`config.mk`:
```
export PLATFORM = sky130hd
export DESIGN_NAME = fmt_pol_split
export DESIGN_NICKNAME = d
export VERILOG_FILES = /design/src/rtl/fmt_pol_pkg.sv /design/src/rtl/fmt_pol_ctrl.sv /design/src/rtl/fmt_pol_datapath.sv /design/src/rtl/fmt_pol_split.sv
export SDC_FILE = /design/constraint.sdc
export NUM_CORES = 1
export LEC_CHECK = 0
export BUFFER_PORTS_ARGS = -buffer_cell sky130_fd_sc_hd__buf_2
export CORE_MARGIN = 3
export CORE_UTILIZATION = 57
export CTS_BUF_LIST = sky130_fd_sc_hd__clkbuf_4 sky130_fd_sc_hd__clkbuf_8
export DETAILED_ROUTE_END_ITERATION = 8
export GPL_TIMING_DRIVEN = 0
export PLACE_DENSITY = 0.79
export SLEW_MARGIN = 20
export SYNTH_ARGS = -nofsm -noshare
export SYNTH_HDL_FRONTEND = slang
export SYNTH_SLANG_ARGS = --single-unit
```
`constraint.sdc`:
```
create_clock -name clk -period 2.6 [get_ports clk]
set_input_delay 0.52 -clock clk [delete_from_list [all_inputs] [get_ports clk]]
set_output_delay 0.52 -clock clk [all_outputs]
set_load 0.02 [all_outputs]
```
`src/rtl/fmt_pol_pkg.sv`:
```
package fmt_pol_pkg;
  // Strobes sent from control to datapath each cycle
  typedef struct packed {
    logic loadFmt;   // latch a formatted sample
    logic capEven;   // hold staged word as even half of a pair
    logic capOdd;    // staged word is odd half: release aligned pair
  } ctrlStrobes_t;
endpackage

```
`src/rtl/fmt_pol_ctrl.sv`:
```
module fmt_pol_ctrl
  import fmt_pol_pkg::*;
#(
  parameter int SEL_W = 3
) (
  input  logic             clk,
  input  logic             rstN,
  input  logic             inValid,
  input  logic [SEL_W-1:0] fmtSel,
  output ctrlStrobes_t     strobes,
  output logic [SEL_W-1:0] selNow
);
  logic             inOdd;     // next accepted sample is odd
  logic [SEL_W-1:0] heldSel;   // select captured with the even sample
  logic             stgValid;
  logic             stgOdd;

  assign selNow = inOdd ? heldSel : fmtSel;

  always_comb begin
    strobes.loadFmt = inValid;
    strobes.capEven = stgValid & ~stgOdd;
    strobes.capOdd  = stgValid & stgOdd;
  end

  always_ff @(posedge clk) begin
    if (!rstN) begin
      inOdd    <= 1'b0;
      heldSel  <= '0;
      stgValid <= 1'b0;
      stgOdd   <= 1'b0;
    end else begin
      stgValid <= inValid;
      if (inValid) begin
        stgOdd <= inOdd;
        inOdd  <= ~inOdd;
        if (!inOdd) heldSel <= fmtSel;
      end
    end
  end
endmodule

```
`src/rtl/fmt_pol_datapath.sv`:
```
module fmt_pol_datapath
  import fmt_pol_pkg::*;
#(
  parameter int SUM_W = 11,
  parameter int SUB_W = 10,
  parameter int SEL_W = 3,
  parameter int SH_W  = 4
) (
  input  logic                  clk,
  input  logic                  rstN,
  input  ctrlStrobes_t          strobes,
  input  logic [SEL_W-1:0]      selNow,
  input  logic [SUM_W-1:0]      inData,
  input  logic                  subGroup,
  input  logic                  cfgWe,
  input  logic [SEL_W-1:0]      cfgAddr,
  input  logic [SH_W+SUM_W-1:0] cfgData,
  output logic                  outValid,
  output logic [SUM_W-1:0]      chanA,
  output logic [SUM_W-1:0]      chanB
);
  localparam int NFMT = 1 << SEL_W;
  localparam logic [SUM_W-1:0] SUB_MASK = {{(SUM_W-SUB_W){1'b0}}, {SUB_W{1'b1}}};

  logic [SH_W-1:0]  entryShift [NFMT];
  logic [SUM_W-1:0] entryFlip  [NFMT];

  for (genvar g = 0; g < NFMT; g++) begin : gEntry
    always_ff @(posedge clk) begin
      if (!rstN) begin
        entryShift[g] <= '0;
        entryFlip[g]  <= '0;
      end else if (cfgWe && cfgAddr == SEL_W'(g)) begin
        entryShift[g] <= cfgData[SH_W+SUM_W-1:SUM_W];
        entryFlip[g]  <= cfgData[SUM_W-1:0];
      end
    end
  end

  logic [SUM_W-1:0] srcVal;
  logic [SUM_W-1:0] mapped;

  always_comb begin
    srcVal = subGroup ? (inData & SUB_MASK) : inData;
    mapped = (srcVal >> entryShift[selNow]) ^ entryFlip[selNow];
    if (subGroup) mapped = mapped & SUB_MASK;
  end

  logic [SUM_W-1:0] fmtReg;
  logic [SUM_W-1:0] evenReg;

  always_ff @(posedge clk) begin
    if (!rstN) begin
      fmtReg   <= '0;
      evenReg  <= '0;
      chanA    <= '0;
      chanB    <= '0;
      outValid <= 1'b0;
    end else begin
      if (strobes.loadFmt) fmtReg  <= mapped;
      if (strobes.capEven) evenReg <= fmtReg;
      outValid <= strobes.capOdd;
      if (strobes.capOdd) begin
        chanA <= evenReg;   // re-register first channel to align with second
        chanB <= fmtReg;
      end
    end
  end
endmodule

```
`src/rtl/fmt_pol_split.sv`:
```
module fmt_pol_split
  import fmt_pol_pkg::*;
#(
  parameter int SUM_W = 11,
  parameter int SUB_W = 10,
  parameter int SEL_W = 3,
  parameter int SH_W  = 4
) (
  input  logic                  clk,
  input  logic                  rstN,
  input  logic                  inValid,
  input  logic [SUM_W-1:0]      inData,
  input  logic                  subGroup,
  input  logic [SEL_W-1:0]      fmtSel,
  input  logic                  cfgWe,
  input  logic [SEL_W-1:0]      cfgAddr,
  input  logic [SH_W+SUM_W-1:0] cfgData,
  output logic                  outValid,
  output logic [SUM_W-1:0]      chanA,
  output logic [SUM_W-1:0]      chanB
);
  ctrlStrobes_t     strobes;
  logic [SEL_W-1:0] selNow;

  fmt_pol_ctrl #(.SEL_W(SEL_W)) uCtrl (
    .clk(clk), .rstN(rstN), .inValid(inValid), .fmtSel(fmtSel),
    .strobes(strobes), .selNow(selNow)
  );

  fmt_pol_datapath #(.SUM_W(SUM_W), .SUB_W(SUB_W), .SEL_W(SEL_W), .SH_W(SH_W)) uPath (
    .clk(clk), .rstN(rstN), .strobes(strobes), .selNow(selNow),
    .inData(inData), .subGroup(subGroup), .cfgWe(cfgWe), .cfgAddr(cfgAddr),
    .cfgData(cfgData), .outValid(outValid), .chanA(chanA), .chanB(chanB)
  );
endmodule

```
* Yosys cells after proc, flatten, opt, wreduce, memory -nomap -nowiden *
Memories as Yosys holds them, arrays and structs flattened.
Index checks and enable logic that the tools add are counted.

storage, ports and cells
  flip-flop bits (word level) = 51
  input port bits = 37
  memory bits (read-only) = 0
  memories kept = 2
  bits in latches = 0
  output and inout bits = 23
  word-level logic and storage cells = 93
  memory bits (writable) = 120

cells by class
  multiplexer cells = 44
  reduce and logical (&&, ||, !) cells = 9
  multiply operators = 0
  shifts and indexed selects = 1
  add/subtract/negate cells = 0
  bitwise gates (word level) = 21
  $lt $le $gt $ge = 0
  equality and inequality tests = 7
  div/mod/pow operators = 0

memory list
  name              depth  width  read ports  clocked after memory_dff  wr ports  RTL line                RTL
  uPath.entryFlip   8      11     1           0                         8         fmt_pol_datapath.sv:26  logic [SUM_W-1:0] entryFlip [NFMT];
  uPath.entryShift  8      4      1           0                         8         fmt_pol_datapath.sv:25  logic [SH_W-1:0] entryShift [NFMT];

operator list
  cell                  number
  $mux W11              10
  $mux W4               8
  $mux W1               25
  $or A1 B1 Y1          16
  $eq A3 B3 Y1 const B  4
  $shr A11 B4 Y11       1
  $xor A11 B11 Y11      1
  $logic_and A1 B1 Y1   8
  $eq A3 B2 Y1 const B  2
  $eq A3 B1 Y1 const B  1
  $logic_not A3 Y1      1
  $mux W3               1
  $and A1 B1 Y1         2
  $not A1 Y1            2

* Depth between registers and ports, before layout *
  word-level depth = 6
  depth in mapped cells = 11
  gate-level depth less buffers = 8

* Cells and area by module *
From an unflattened synthesis, not the netlist that was laid out.

second synthesis, totals
  cells, all modules = 615
  area total of the unflattened synthesis = 8,066.5 um2

modules (own cells, without submodules)
  module            times used  seq. area each (um2)  area each (um2)  cells each
  fmt_pol_datapath  1           4,504.3               7,783.7          587
  fmt_pol_ctrl      1           120.1                 282.8            28

* Worst setup path after synthesis *
No wires, ideal clock.

  kind = in2reg
  from = input port fmtSel[0]
  to = register uPath.fmtReg[3]
  data required time = 2.480 ns
  arrival = 2.429 ns
  slack = 0.051 ns
  setup time = 0.120 ns
  stages on the path = 9
  path buffers = 1
  cell sequence = mux2i_1 > mux4_2 > nand2_1 > o21ai_1 > buf_4 > and2_1 > a221oi_1 > a211o_1 > nand3_1

between the ends
  longest elaborated chain between the ends = 5

RTL lines
  item                    RTL line                RTL
  start: declaration      fmt_pol_split.sv:14     input logic [SEL_W-1:0] fmtSel,
  $mux W3 *               n/a
  $mem_v2 Z8 W4           n/a
  $shr A11 B4 Y11         fmt_pol_datapath.sv:45  mapped = (srcVal >> entryShift[selNow]) ^ entryFlip[selNow];
  $xor A11 B11 Y11 *      fmt_pol_datapath.sv:45
  $mux W11 *              fmt_pol_datapath.sv:46  if (subGroup) mapped = mapped & SUB_MASK;
  end signal: assignment  fmt_pol_datapath.sv:60  if (strobes.loadFmt) fmtReg <= mapped;
  end: declaration        fmt_pol_datapath.sv:49  logic [SUM_W-1:0] fmtReg;

Every way passes the cells marked *; elsewhere a longest branch is shown, timed or not.
A chain may end at the register's enable or synchronous reset.

* Final worst setup path *
  from = input port fmtSel[0]
  to = register uPath.fmtReg[10]

Same word-level chain as after synthesis.

==> tab_implementation.tex <==
\begin{tabular}{lr}
\hline
Metric & Value \\
\hline
\multicolumn{2}{l}{\textbf{Layout}} \\
\quad Antenna Cells & 0 \\
\quad Fillers & around 1000 \\
\quad Share of post-route cells with drive strength above 1 & 0.2149 \\
\quad Number of nets in the final layout & between 900 and 1000 \\
\quad Layout overhead on the synthesized area & 19.17\% \\
\quad Post-layout instance area & 9966 sq um \\
\quad Fin util & 0.7070 \\
\multicolumn{2}{l}{\textbf{Critical path}} \\
\quad Kind of capture point of the worst setup path & flip-flop \\
\quad Critical path startpoint category & primary input \\
\quad WP data arrival & between 3 and 4 ns \\
\quad Maximum fanout encountered on the critical timing path & 10 \\
\quad Slack of the worst reg-to-reg path & -0.08 ns \\
\quad Biggest cell delay along the critical path & between 0.3 and 0.4 ns \\
\quad Category of the most critical setup path & in -> reg \\
\quad Buffering stage count on the worst path with inverters included & 3 \\
\quad Top Family by Delay on Critical Path & simple AND/OR/NAND/NOR gates \\
\quad Required time of the critical path & around 3 ns \\
\quad Critical path, cell by cell & buf\_2 -> clkbuf\_1 -> nor2b\_1 -> o22ai\_1 -> nor3\_1 -> o32ai\_4 -> buf\_4 -> nor4b\_2 -> xor2\_1 -> o31ai\_1 -> and2\_1 \\
\quad Worst-path cell with the longest stage delay & clkbuf\_1 \\
\multicolumn{2}{l}{\textbf{Power}} \\
\quad Power density over cell area & 672.7 nW/um\^{}2 \\
\quad LEAKAGE & around 3.8 nW \\
\quad VDD IR-drop max & a little over 0.5 mV \\
\multicolumn{2}{l}{\textbf{Yosys}} \\
\quad Sequential cell area fraction in the yosys report & 0.5530 \\
\quad Average footprint of a synthesized cell & between 10 and 15 sq um \\
\quad Top area cells in the synthesized netlist & edfxtp\_1, dfxtp\_1, and2\_1, nand2\_1, a21boi\_0 \\
\quad Proportion of netlist area held by the largest area contributor & 0.4309 \\
\quad Dominant cell type by area after synthesis & edfxtp\_1 \\
\quad Synthesized netlist cell count & 820 \\
\quad Count of flip-flops with a built-in enable after synthesis & 120 \\
\quad Count of yosys warnings during synthesis & 0 \\
\quad Fraction of synthesis flops using an asynchronous set or reset pin & 0 \\
\quad Flip-flop and latch count after synthesis & 171 \\
\quad Leading register cell type out of synthesis & edfxtp\_1 \\
\quad Total standard cell area after synthesis & about 8400 sq um \\
\quad Netlist cell types & 64 \\
\quad Syn Nets & 857 \\
\multicolumn{2}{l}{\textbf{STA}} \\
\quad Maximum clock frequency & 0.3695 GHz \\
\quad Worst Skew & 0.008662 ns \\
\quad Least-Margin Pin Slew & 0.7690 ns \\
\quad Post-layout minimum cycle time & 2.706 ns \\
\quad Slew Limit Headroom & 0.4873 \\
\quad Final count of pins violating max slew & 0 \\
\quad Final setup vio count & 3 \\
\quad Number of hold violations in the final report & 0 \\
\quad Fraction of the cycle the final worst path needs & 1.041 \\
\quad Setup slack after layout & -0.1060 ns \\
\quad RSZ-0062 raised after global routing & true \\
\multicolumn{2}{l}{\textbf{Placement}} \\
\quad Hpwl dp & 14.58 mm \\
\quad Cell area after placement & approximately 9000 sq um \\
\quad Worst slack at placement & -0.7465 ns \\
\quad IO Port Bufs & 58 \\
\quad Final weighted congestion in routability-driven placement & 0.9416 \\
\multicolumn{2}{l}{\textbf{Run status}} \\
\quad Outcome & finished with violations \\
\quad Violations in the final reports & setup timing \\
\multicolumn{2}{l}{\textbf{Detailed routing}} \\
\quad Starting DRT DRC Count & around 900 \\
\quad Detailed-routing iteration count for the pre-antenna-repair pass & 6 \\
\quad Antenna-violating nets left & 0 \\
\quad Total length of routed wires & approximately 22 mm \\
\quad Avg Vias per Cell & 6.014 \\
\quad DRC viols & 0 \\
\quad Total via count in the routed design & $\sim$6700 \\
\quad Wirelength per Cell & 19.75 microns \\
\multicolumn{2}{l}{\textbf{GRT}} \\
\quad Global-route wire length before repair & $\sim$34 mm \\
\quad Overflow left after global routing & 0 \\
\quad Total routing resource utilization after global routing & 0.2716 \\
\quad Via count of the first global-routing pass & between 6000 and 7000 \\
\quad Antenna violations before repair & 0 \\
\quad Maximum number of pins on one net before global-route repair & 17 \\
\multicolumn{2}{l}{\textbf{Clocking}} \\
\quad CTS clock-pin slew for the worst setup and hold paths & 0.09 ns \\
\quad Master cell of the clock root buffer & clkbuf\_8 \\
\quad CTS Sinks & $\sim$170 \\
\quad TritonCTS clock tree & built \\
\quad Clock Path Buffers & 2 \\
\quad TritonCTS Buffers & 17 \\
\quad Clock network latency to the later pin of the worst-skew pair & $\sim$0.46 ns \\
\quad H-tree levels & 4 \\
\multicolumn{2}{l}{\textbf{Floorplan}} \\
\quad Die outline area & 16160 sq um \\
\quad Die height & between 100 and 150 microns \\
\quad Effective utilization at floorplan & 0.5933 \\
\quad Ports & 60 \\
\quad FP Rows & 43 \\
\quad Die span in x & 127.1 microns \\
\quad Core region area & $\sim$14000 sq um \\
\multicolumn{2}{l}{\textbf{Run}} \\
\quad Count of maximum capacitance violations & 0 \\
\multicolumn{2}{l}{\textbf{Min path}} \\
\quad Path category of the worst min-delay check & in -> reg \\
\hline
\end{tabular}
## power breakdown
part,internal (mW),switching (mW)
sequential,3.08,0.0912
combinational,0.562,0.815
clock,1.19,0.961
total,4.84,1.87
## synthesized netlist by cell type (2+ instances only)
master      n
o31ai_2     2
and2_1    125
a221oi_1    2
and3_1     14
o21a_1      4
inv_1       8
a31oi_1    14
buf_1       7
a211oi_1    5
nor2_1     30
nand3_1    33
o31ai_1     8
nor3_1      7
nand2b_1   20
o21ai_0     9
o22a_1      2
o22ai_2     2
buf_2       8
a311oi_1   11
xor2_1      2
edfxtp_1  120
buf_4       5
mux2i_1     8
o211a_1     5
clkbuf_1   30
a21oi_1    12
o221ai_1    3
nand2_1   174
dfxtp_1    51
a21boi_0   35
nor2b_1     7
mux2_4      3
mux2_2      4
a21o_1      2
o211ai_1   12
o22ai_1     7
a221oi_4    2
## per-layer routing
| metal | part of all wire | global-route usage | up-vias |
|---|---|---|---|
| met5 | 0 | 0 | - |
| li1 | - | - | 3115 |
| met2 | 0.49 | 0.4337 | 321 |
| met1 | 0.40 | 0.3479 | 3228 |
| met4 | 0.034 | 0.1420 | 0 |
| met3 | 0.081 | 0.06145 | 72 |
## what timing repair did
action / 4_1_cts / 5_1_grt
pin swaps: 6 / 13
buffers inserted: 8 / 14
resized for setup: 40 / 40
hold buffers: 0 / 0
endpoints found under the setup margin: 14 / 11
## worst min-delay path: cells and delay by family
kind | cells | cell delay, ns
AOI/OAI and AO/OA | 1 | 0.06
and+or+nand+nor | 1 | 0.14
buffers and inverters | 1 | 0.09
## through the flow
stage          hold slack, ns  power (mW)  TNS [ns]  instances
6_report               0.3931       6.704   -0.1732       1120
5_1_grt                0.3974       6.923   -0.7688       1120
4_1_cts                0.3658       6.535         0       1106
3_5_place_dp           0.4534       4.333    -7.156       1066
3_3_place_gp           0.4487       4.283    -87.61       1058
2_1_floorplan          0.4412       3.962         0        820
## registers in the layout, summed over array words and instances (netlist names)
name	count
uPath.fmtReg	11
uPath.entryFlip	88
uCtrl.stgOdd	1
uPath.chanB	11
uPath.entryShift	32
uPath.evenReg	11
uCtrl.stgValid	1
uCtrl.inOdd	1
uPath.outValid	1
uPath.chanA	11
uCtrl.heldSel	3
## path summary, 6_finish.rpt
path | from | depth (start not counted) | endpoint
max | fmtSel[0] | 11 | uPath.fmtReg[10]
min reg2reg | uPath.chanB[10] | 2 | uPath.chanB[10]
min | subGroup | 3 | uPath.fmtReg[10]
max reg2reg | uCtrl.inOdd | 9 | uPath.fmtReg[10]
## cells by family after synthesis
logic type                after synthesis  share of synthesized area
DFF                                   171                     0.5530
buffers and inverters                  59                    0.02992
xor gates and xnor gates                3                   0.003142
muxes                                  16                    0.02304
AOI/OAI and AO/OA                     151                     0.1421
and+or+nand+nor                       420                     0.2488
## area by class of cell
| class | count | area, sq um | area share |
|---|---|---|---|
| multi-input cells | 590 | 3761 | 0.3774 |
| clock buffers | 20 | 262.8 | 0.02637 |
| well taps | 180 | 225.2 | 0.02260 |
| inverters | 9 | 33.78 | 0.003390 |
| clock inverters | 12 | 192.7 | 0.01933 |
| plain buffers | 50 | 287.8 | 0.02888 |
| flip-flops and latches | 171 | 4629 | 0.4645 |
| repair buffers | 88 | 573.1 | 0.05750 |
## cell usage in the layout (no fill, tap or decap), types with 4 or more instances in the layout
cell type / n
a211oi_1: 4
a21boi_0: 35
a21oi_1: 11
a311oi_1: 9
a31oi_1: 9
a31oi_2: 5
and2_1: 124
and3_1: 14
buf_2: 66
buf_4: 22
buf_6: 10
buf_8: 5
bufinv_16: 5
clkbuf_1: 23
clkbuf_4: 9
clkbuf_8: 18
dfxtp_1: 49
edfxtp_1: 120
inv_1: 9
mux2_4: 4
mux2i_1: 5
nand2_1: 172
nand2b_1: 20
nand3_1: 33
nor2_1: 29
nor2b_1: 6
nor3_1: 7
o211a_1: 5
o211ai_1: 12
o21a_1: 4
o21ai_2: 7
o22ai_1: 5
o31ai_1: 4
o31ai_4: 4
No activity file was read; power rests on OpenSTA's default activity.
